==> src/rtl/issue_excp_pkg.sv <==
package issue_excp_pkg;
  // attribute vector layout
  localparam int ATTR_W    = 7;
  localparam int A_NONEXC  = 0;
  localparam int A_COND    = 1;
  localparam int A_FLOAT   = 2;
  localparam int A_FRACC   = 3;
  localparam int A_MEDIA   = 4;
  localparam int A_MTRAP   = 5;
  localparam int A_PRIV    = 6;

  // status word layout
  localparam int STAT_W    = 5;
  localparam int S_NEMODE  = 0;
  localparam int S_CMODE   = 1;
  localparam int S_FPEN    = 2;
  localparam int S_MDEN    = 3;
  localparam int S_SUPER   = 4;

  // one-hot verdict layout
  localparam int EXC_W     = 5;
  localparam int E_ILLEGAL = 0;
  localparam int E_UNIMPL  = 1;
  localparam int E_FPOFF   = 2;
  localparam int E_MDOFF   = 3;
  localparam int E_PRIV    = 4;

  typedef logic [EXC_W-1:0] exc_code_t;

  localparam exc_code_t EXC_NONE = '0;

  function automatic exc_code_t exc_onehot(input int idx);
    exc_code_t v;
    v = '0;
    v[idx] = 1'b1;
    return v;
  endfunction
endpackage

==> src/rtl/issue_excp_chain.sv <==
module issue_excp_chain
  import issue_excp_pkg::*;
(
  input  logic              bundle_viol,
  input  logic [ATTR_W-1:0] insn_attr,
  input  logic [STAT_W-1:0] psw_bits,
  output exc_code_t         code,
  output logic              sel_early,
  output logic              sel_fp,
  output logic              sel_media,
  output logic              sel_priv
);
  // the three checks ahead of the unit gates
  logic hit_ne;
  logic hit_co;

  assign hit_ne    = insn_attr[A_NONEXC] & ~psw_bits[S_NEMODE];
  assign hit_co    = insn_attr[A_COND]   & ~psw_bits[S_CMODE];
  assign sel_early = bundle_viol | hit_ne | hit_co;

  // which gated branch the chain lands in
  assign sel_fp    = ~sel_early & ~psw_bits[S_FPEN];
  assign sel_media = ~sel_early &  psw_bits[S_FPEN] & ~psw_bits[S_MDEN];
  assign sel_priv  = ~sel_early &  psw_bits[S_FPEN] &  psw_bits[S_MDEN];

  function automatic exc_code_t resolve(
    input logic              viol,
    input logic [ATTR_W-1:0] a,
    input logic [STAT_W-1:0] s
  );
    exc_code_t r;
    r = EXC_NONE;
    if (viol)
      r = exc_onehot(E_ILLEGAL);
    else if (a[A_NONEXC] && !s[S_NEMODE])
      r = exc_onehot(E_UNIMPL);
    else if (a[A_COND] && !s[S_CMODE])
      r = exc_onehot(E_UNIMPL);
    else if (!s[S_FPEN]) begin
      if (a[A_FLOAT] || (a[A_FRACC] && !s[S_MDEN]))
        r = exc_onehot(E_FPOFF);
    end
    else if (!s[S_MDEN]) begin
      if (a[A_MEDIA] || a[A_MTRAP])
        r = exc_onehot(E_MDOFF);
    end
    else if (a[A_PRIV] && !s[S_SUPER])
      r = exc_onehot(E_PRIV);
    return r;
  endfunction

  assign code = resolve(bundle_viol, insn_attr, psw_bits);
endmodule

==> src/rtl/issue_excp_stage.sv <==
module issue_excp_stage
  import issue_excp_pkg::*;
(
  input  logic      clk,
  input  logic      rst_n,
  input  logic      in_vld,
  input  exc_code_t in_code,
  output logic      out_vld,
  output exc_code_t out_code
);
  always_ff @(posedge clk) begin
    if (!rst_n) begin
      out_vld  <= 1'b0;
      out_code <= EXC_NONE;
    end else begin
      out_vld  <= in_vld;
      out_code <= in_vld ? in_code : EXC_NONE;
    end
  end

  // strobe tracks the previous issue cycle
  a_r2_vld_follows: assert property (@(posedge clk) disable iff (!rst_n)
    in_vld |=> out_vld);
  a_r2_vld_quiet: assert property (@(posedge clk) disable iff (!rst_n)
    !in_vld |=> !out_vld);
  // no code without a strobe
  a_r2_idle_zero: assert property (@(posedge clk) disable iff (!rst_n)
    !out_vld |-> out_code == EXC_NONE);
endmodule

==> src/rtl/issue_excp_prio.sv <==
module issue_excp_prio
  import issue_excp_pkg::*;
(
  input  logic              clk,
  input  logic              rst_n,
  input  logic              issue_vld,
  input  logic              bundle_viol,
  input  logic [ATTR_W-1:0] insn_attr,
  input  logic [STAT_W-1:0] psw_bits,
  output logic              excp_vld,
  output logic [EXC_W-1:0]  excp_code
);
  exc_code_t code_nxt;
  exc_code_t code_q;
  logic      sel_early;
  logic      sel_fp;
  logic      sel_media;
  logic      sel_priv;

  issue_excp_chain u_chain (
    .bundle_viol (bundle_viol),
    .insn_attr   (insn_attr),
    .psw_bits    (psw_bits),
    .code        (code_nxt),
    .sel_early   (sel_early),
    .sel_fp      (sel_fp),
    .sel_media   (sel_media),
    .sel_priv    (sel_priv)
  );

  issue_excp_stage u_stage (
    .clk      (clk),
    .rst_n    (rst_n),
    .in_vld   (issue_vld),
    .in_code  (code_nxt),
    .out_vld  (excp_vld),
    .out_code (code_q)
  );

  assign excp_code = code_q;

  // a single verdict at most
  a_r9_onehot: assert property (@(posedge clk) disable iff (!rst_n)
    $onehot0(excp_code));
  // branch selectors are mutually exclusive
  a_r9_one_branch: assert property (@(posedge clk) disable iff (!rst_n)
    $countones({sel_early, sel_fp, sel_media, sel_priv}) == 1);
  // a bundle violation always wins
  a_r3_viol_wins: assert property (@(posedge clk) disable iff (!rst_n)
    issue_vld && bundle_viol |=> excp_code == exc_onehot(E_ILLEGAL));
  // the float gate blocks every later check
  a_r6_fp_blocks: assert property (@(posedge clk) disable iff (!rst_n)
    issue_vld && sel_fp |=> !excp_code[E_MDOFF] && !excp_code[E_PRIV]
                            && !excp_code[E_UNIMPL] && !excp_code[E_ILLEGAL]);
  // the media gate blocks the privilege check
  a_r7_media_blocks: assert property (@(posedge clk) disable iff (!rst_n)
    issue_vld && sel_media |=> !excp_code[E_PRIV] && !excp_code[E_FPOFF]);
  // a supervisor never sees a privilege fault
  a_r8_super_clean: assert property (@(posedge clk) disable iff (!rst_n)
    issue_vld && psw_bits[S_SUPER] |=> !excp_code[E_PRIV]);
endmodule

==> config.mk <==
export PLATFORM = sky130hd
export DESIGN_NAME = issue_excp_prio
export DESIGN_NICKNAME = d
export VERILOG_FILES = /design/src/rtl/issue_excp_pkg.sv /design/src/rtl/issue_excp_chain.sv /design/src/rtl/issue_excp_stage.sv /design/src/rtl/issue_excp_prio.sv
export SDC_FILE = /design/constraint.sdc
export NUM_CORES = 1
export LEC_CHECK = 0
export BUFFER_PORTS_ARGS = -buffer_cell sky130_fd_sc_hd__buf_2
export CAP_MARGIN = 10
export CORE_AREA = 3 3 40 42
export CTS_BUF_LIST = sky130_fd_sc_hd__clkbuf_8
export CTS_CLUSTER_SIZE = 40
export DETAILED_ROUTE_END_ITERATION = 8
export DIE_AREA = 0 0 43 45
export REMOVE_ABC_BUFFERS = 1
export SKIP_CTS_REPAIR_TIMING = 1
export SLEW_MARGIN = 20
export SYNTH_ARGS = -nofsm -noshare
export SYNTH_HDL_FRONTEND = slang
export SYNTH_SLANG_ARGS = --single-unit
==> constraint.sdc <==
create_clock -name clk -period 1.9 [get_ports clk]
set_clock_uncertainty 0.2 [all_clocks]
set_input_delay 0.285 -clock clk [delete_from_list [all_inputs] [get_ports clk]]
set_output_delay 0.285 -clock clk [all_outputs]
set_load 0.03 [all_outputs]
; ---- Yosys cells after proc, flatten, opt, wreduce, memory -nomap -nowiden
; Cells that the tools add are included.
[word_totals]
out_inout_bits = 6
register_bits = 6
elab_cells = 27
[classes]
n_reduce_logical = 13
muxes = 8
bitwise = 2
[op_table]
columns = op, n
row1 = 5-bit 2-to-1 mux, 3
row2 = 5-bit OR reduction, 1
row3 = 1-bit logical AND, 4
row4 = 1-bit logical NOT, 4
row5 = 2-bit 2-to-1 mux, 2
row6 = 4-bit 2-to-1 mux, 1
row7 = 3-bit 2-to-1 mux, 1
row8 = 3-bit OR reduction, 1
row9 = 1-bit logical OR, 2
row10 = 1-bit inverter, 2
row11 = 2-bit AND reduction, 1
row12 = 1-bit 2-to-1 mux, 1

; ---- Longest topological paths before layout
; Gate-level depths: netlist of the first run.
[depth]
ltp_word = 8
ltp_mapped = 3
depth_no_buf = 3

; ---- Hierarchy
; Synthesis of the first run repeated with hierarchy kept, for this count alone.
[unflattened]
cells_unflattened = 31
area_unflattened_um2 = 325.3
[modules_own_cells]
columns = module, cells_per_inst, area_per_inst_um2, instances, seq_area_each_um2
row1 = issue_excp_chain, 19, 166.4, 1, 0.0
row2 = issue_excp_stage, 12, 158.9, 1, 120.1

; ---- Worst setup path before layout of the first run
; Ideal clock, no wire load.
[synth_path]
path_type = input to register
from = input port bundle_viol
to = register u_stage.out_code[3]
t_required_ps = 1622
slack_ps = 783
t_arrival_ps = 839
stages = 3
setup_ps = 78
n_path_buf = 0
path_cell_list = nand4b_1 -> a221o_1 -> nor3_1
[synth_between]
elab_chain_len = 1
[synth_rtl]
columns = item, line_no
row1 = "start, declared", issue_excp_prio.sv:7  ; input logic bundle_viol,
row2 = 5-bit OR reduction (no source line), n/a
row3 = "end signal, assigned", issue_excp_stage.sv:17  ; out_code <= in_vld ? in_code : EXC_NONE;
row4 = "end, declared", issue_excp_stage.sv:9  ; output exc_code_t out_code
; No other way between the ends.
; A chain may end at the register's enable or synchronous reset.

; ---- Final worst setup path of the first run
[layout_path]
from = register u_stage.out_code[3]
to = output port excp_code[3]
[layout_lines]
columns = item, line_no
row1 = "end, declared", issue_excp_prio.sv:11  ; output logic [EXC_W-1:0] excp_code
; No word-level cell between the ends.

==> results by group, run 1 <==
Status
  • Status: complete, no violations

Critical path
  • Worst Setup SP: u_stage.out_code[3]
  • CP peak stage delay: 0.30 ns
  • WP data required: 1.41 ns
  • Max FO, Critical Path: 1
  • CP Capture Point: excp_code[3]
  • Buf/Inv on CP: 1
  • Critical path startpoint category: flip-flop
  • Crit path DAT: 0.70 ns
  • Delay-heaviest family, CP: flip-flops
  • Crit. path cell count: 1
  • Slowest-stage cell, CP: dfxtp_1
  • Setup crit end kind: output pin
  • Kind of critical path: flip-flop to output pin
  • Worst path cell trace: buf_2

Cells and area
  • Area delta synth->final: 77.2%
  • Final core occ: 29.5%
  • Ant diodes: 0
  • Fill cells: 147
  • Ratio of cells with drive above 1 in the final layout: 53.2%
  • Final std cells w/o fill: 62
  • Storage cell area: 120 um2
  • Fin nets: 65
  • Multi-input logic area: 78.8 um2

Global routing
  • Vias in the first global route: 236
  • Largest net degree at the start of global routing: 5
  • Total congestion overflow: 0
  • First-pass GRT wire length: 924 um
  • Initial antenna violation count: 0
  • Total global routing track utilization: 6.99%

Logic synthesis
  • Post-synth top area share: 56.1%
  • Sequential area share after synthesis: 56.1%
  • Synth warnings: 0
  • Syn Inst Count: 23
  • Cell taking the most area after synthesis: dfxtp_1
  • Average cell area after synthesis: 9.30 um2
  • Post-Syn Area: 214 um2
  • Count of different cell masters after synthesis: 11
  • #FFs+latches synth: 6
  • Area contributors post-synth: dfxtp_1 (56%), nor3_1 (7.0%), inv_1 (7.0%)

STA
  • Final Critical Period: 1.19 ns
  • Final hold vios: 0
  • Fmax: 843 MHz
  • Final Max Slew Viols: 0
  • Final setup fails: 0
  • Slew margin rel.: 84.2%
  • Worst-Margin Slew: 0.234 ns
  • Fin Setup TNS: 0 ns
  • RSZ-0062 raised after global routing: false
  • Final Cycle Share: 62.5%

Route
  • Wirelength per Cell: 9.21 um
  • Via density: 3.84
  • Via count: 238
  • First-pass detailed-route iteration total: 4
  • DRC Markers: 0
  • ANT nets after route: 0
  • Iteration-0 DRC Markers: 2
  • Final wirelength: 571 um

Clocking
  • TritonCTS sink count: 6
  • Clk pin slew, worst setup/hold paths: 0.03 ns
  • TritonCTS clock tree: yes
  • Clock buffer count from CTS: 3
  • Max clock buf depth: 2
  • Max H-tree Level: 1
  • Root buf cell: clkbuf_8

Pwr
  • Worst vdd ir: 0.000216 V
  • PD cells: 928 nW/um2
  • Pleak: 0.210 nW

Die
  • Initial Util: 16.7%
  • Area of the core: 1280 um2
  • Die width: 43 um
  • # IOs: 22
  • Rows: 13
  • Die height: 45 um
  • Die area: 1940 um2

Placement
  • GPL Wtd Cong: 0.637
  • Detailed Place HPWL: 495 um
  • Placed cells: 59
  • I/O Buffers: 21

Hold path
  • Hold Path Class: primary input to flip-flop

Run
  • Max cap viols: 0
==> cell usage in the layout, fill, tap and decap left out <==
cell       n
a22oi_1    1
inv_1      4
and3_2     1
clkbuf_8   3
buf_2     21
nand2_1    2
a21oi_1    1
nand4b_1   1
nor3_1     3
dfxtp_1    6
a221o_1    1
nor4bb_1   1
nor2_1     2
==> routing by layer <==
metal  track usage (%)  part of all wire (%)
met1              7.71                    42
met5                 0                     0
met4              9.04                     0
met2              7.78                    43
met3              4.38                    15
==> through the flow <==
stage          power, W  area, um2  hold slack [ns]  setup slack (ns)
3_3_place_gp   0.000170        338            0.256             0.611
2_1_floorplan  0.000148        214            0.161             0.783
6_report       0.000352        379           0.0312             0.713
5_1_grt        0.000370        379           0.0333             0.683
3_5_place_dp   0.000170        338            0.255             0.569
4_1_cts        0.000358        379           0.0272             0.705
==> power breakdown <==
group	internal, W	total, W	switching, W
combinational	0.0000180	0.0000375	0.0000194
clock	0.000136	0.000184	0.0000485
sequential	0.000130	0.000130	0.000000536
==> cell usage after synthesis, drive strengths merged <==
cell / instances
a21oi: 1
nor3: 3
dfxtp: 6
nor2: 2
a22oi: 1
inv: 4
nor4bb: 1
nand2: 2
nand4b: 1
a221o: 1
and3: 1
==> area by class of cell <==
cell class              instances  area share, %
multi-input cells              13           20.8
well taps                      15           4.95
clock buffers                   3           10.9
flip-flops and latches          6           31.7
inverters                       4           3.96
repair buffers                 21           27.7
==> state kept, by name, summed over array words and instances, names as in the netlist <==
signal            count
u_stage.out_code      5
u_stage.out_vld       1
==> worst min path at each step <==
stage	startpoint	endpoint	slack [ns]	cells after the start
after floorplan	psw_bits[2]	u_stage.out_code[2]	0.16	1
after global placement	psw_bits[4]	u_stage.out_code[4]	0.26	2
after detailed placement	psw_bits[4]	u_stage.out_code[4]	0.26	2
after CTS	psw_bits[4]	u_stage.out_code[4]	0.03	2
after global routing	psw_bits[4]	u_stage.out_code[4]	0.03	2
final	psw_bits[4]	u_stage.out_code[4]	0.03	2
==> cell families (layout without fill, tap and decap cells) <==
family                 after synthesis  count (layout)  synth area share [%]
AO/OA/AOI/OAI                        3               3                  10.5
buffers and inverters                4              28                  7.02
flip-flops                           6               6                  56.1
AND/OR/NAND/NOR                     10              10                  26.3
Power figures use the tool's default switching activity.
==> run 2: changes to the inputs <==
Clock period 1.9 ns to 1.15 ns, I/O delays scaled along.
==> results by group, run 2 (synthesized netlist as in run 1, its figures left out) <==
STA
  • Worst Slack Setup Final: 0.0702 ns
  • Final setup fails: 0
  • RSZ-0062 raised after global routing: false
  • Final Max Slew Viols: 0
  • Final Critical Period: 1.08 ns
  • Worst-Margin Slew: 0.208 ns
  • Slew margin rel.: 85.9%
  • Final hold vios: 2
  • Worst hold margin: -0.0637 ns
  • Fmax: 926 MHz
  • Final Cycle Share: 93.9%

Global routing
  • Met2 track demand over resource: 8.08%
  • Initial antenna violation count: 0
  • GR Util met3: 2.79%
  • Total congestion overflow: 0
  • Met1 Usage GRT: 8.01%
  • Global routing's busiest layer: met2
  • First-pass GRT wire length: 917 um
  • Vias in the first global route: 243
  • Total global routing track utilization: 6.59%
  • Largest net degree at the start of global routing: 4

Route
  • DRC Markers: 0
  • Wirelength per Cell: 8.91 um
  • First-pass detailed-route iteration total: 4
  • Via count: 248
  • Iteration-0 DRC Markers: 3
  • Final wirelength: 579 um
  • Via density: 3.82
  • ANT nets after route: 0

Pwr
  • Switching pwr: 0.000111 W
  • Pleak: 0.223 nW
  • Internal: 0.000475 W
  • Worst vdd ir: 0.000348 V
  • Clock power share: 51.3%
  • Sw Share: 19.0%
  • Flop pwr share: 36.8%
  • PD cells: 1440 nW/um2
  • Comb power frac: 11.9%

Cells and area
  • Biggest regs: u_stage.out_code (5), u_stage.out_vld (1)
  • Ant diodes: 0
  • Most common cell after layout, fill and taps aside: buf_2
  • Area delta synth->final: 90.1%
  • Multi-input logic area: 78.8 um2
  • Ratio of cells with drive above 1 in the final layout: 52.0%
  • Largest register FFs: 5
  • Final std cells w/o fill: 65
  • Fin nets: 68
  • Most frequent cells in the layout: buf_2 (21), dfxtp_1 (6), inv_1 (4)
  • Storage cell area: 120 um2
  • Fill cells: 145
  • Biggest register: u_stage.out_code

Critical path
  • Setup crit end kind: flip-flop
  • Critical path startpoint category: primary input
  • Max FO, Critical Path: 3
  • WP data required: 1.09 ns
  • Kind of critical path: primary input to flip-flop
  • Crit path DAT: 1.02 ns

Placement
  • Pre-CTS setup slack: -0.0272 ns
  • Detailed Place HPWL: 486 um
  • I/O Buffers: 21
  • Placed cells: 60
  • GPL Wtd Cong: 0.630

Clocking
  • Root buf cell: clkbuf_8
  • Clk pin slew, worst setup/hold paths: 0.03 ns
  • Max clock buf depth: 2
  • TritonCTS sink count: 6
  • Clock buffer count from CTS: 3
  • Max H-tree Level: 1
  • TritonCTS clock tree: yes

Die
  • Die width: 43 um
  • Rows: 13
  • # IOs: 22
  • Die area: 1940 um2
  • Die height: 45 um
  • Area of the core: 1280 um2
  • Initial Util: 16.7%

Run
  • Max cap viols: 0

Status
  • Failing checks: negative hold slack
  • Status: complete, but fails checks

Hold path
  • Hold Path Class: primary input to flip-flop
run 2: cell count changes in the layout (fill, tap and decap cells not counted), sizes merged:
cell	delta
dlygate4sd3	+2
buf	+1
run 2: final timing paths:
path	cells after the start	to	slack (ns)	start
worst min-delay path	2	u_stage.out_code[2]	-0.06	psw_bits[2]
worst max-delay path	3	u_stage.out_code[3]	0.07	psw_bits[3]
run 2: final cells by class:
| cell class | count | area share (%) |
|---|---|---|
| sequential | 6 | 29.5 |
| timing repair buffer | 24 | 32.6 |
| inverter | 4 | 3.69 |
| multi-input combinational | 13 | 19.4 |
| tap | 15 | 4.62 |
| clock buffer | 3 | 10.2 |
run 2: power groups by stage:
stage	combinational (W)	clock, W	sequential (W)
floorplan	0.0000150	0	0.000230
global placement	0.0000643	0	0.000219
detailed placement	0.0000648	0	0.000219
CTS	0.0000650	0.000313	0.000216
global route	0.0000792	0.000323	0.000216
finish	0.0000700	0.000301	0.000216
run 2: through the flow:
stage	setup TNS [ns]	total power, W	utilization, %	instance area, um2
after global placement	-0.0190	0.000283	26.9	345
after detailed placement	-0.0381	0.000284	26.9	345
final	0	0.000586	31.6	407
after global routing	0	0.000619	31.6	407
after CTS	0	0.000593	30.1	387
after floorplan	0	0.000245	-	214
run 2: worst max-delay path, cell delays in order:
cell and delay (ns):
buf_2 0.11, dlygate4sd3_1 0.55, nor3_1 0.18
run 2: metal layers:
metal,routed length [um],up-vias
li1,-,134
met1,230,100
met2,266,14
met3,82,0
met4,0,0
met5,0,-
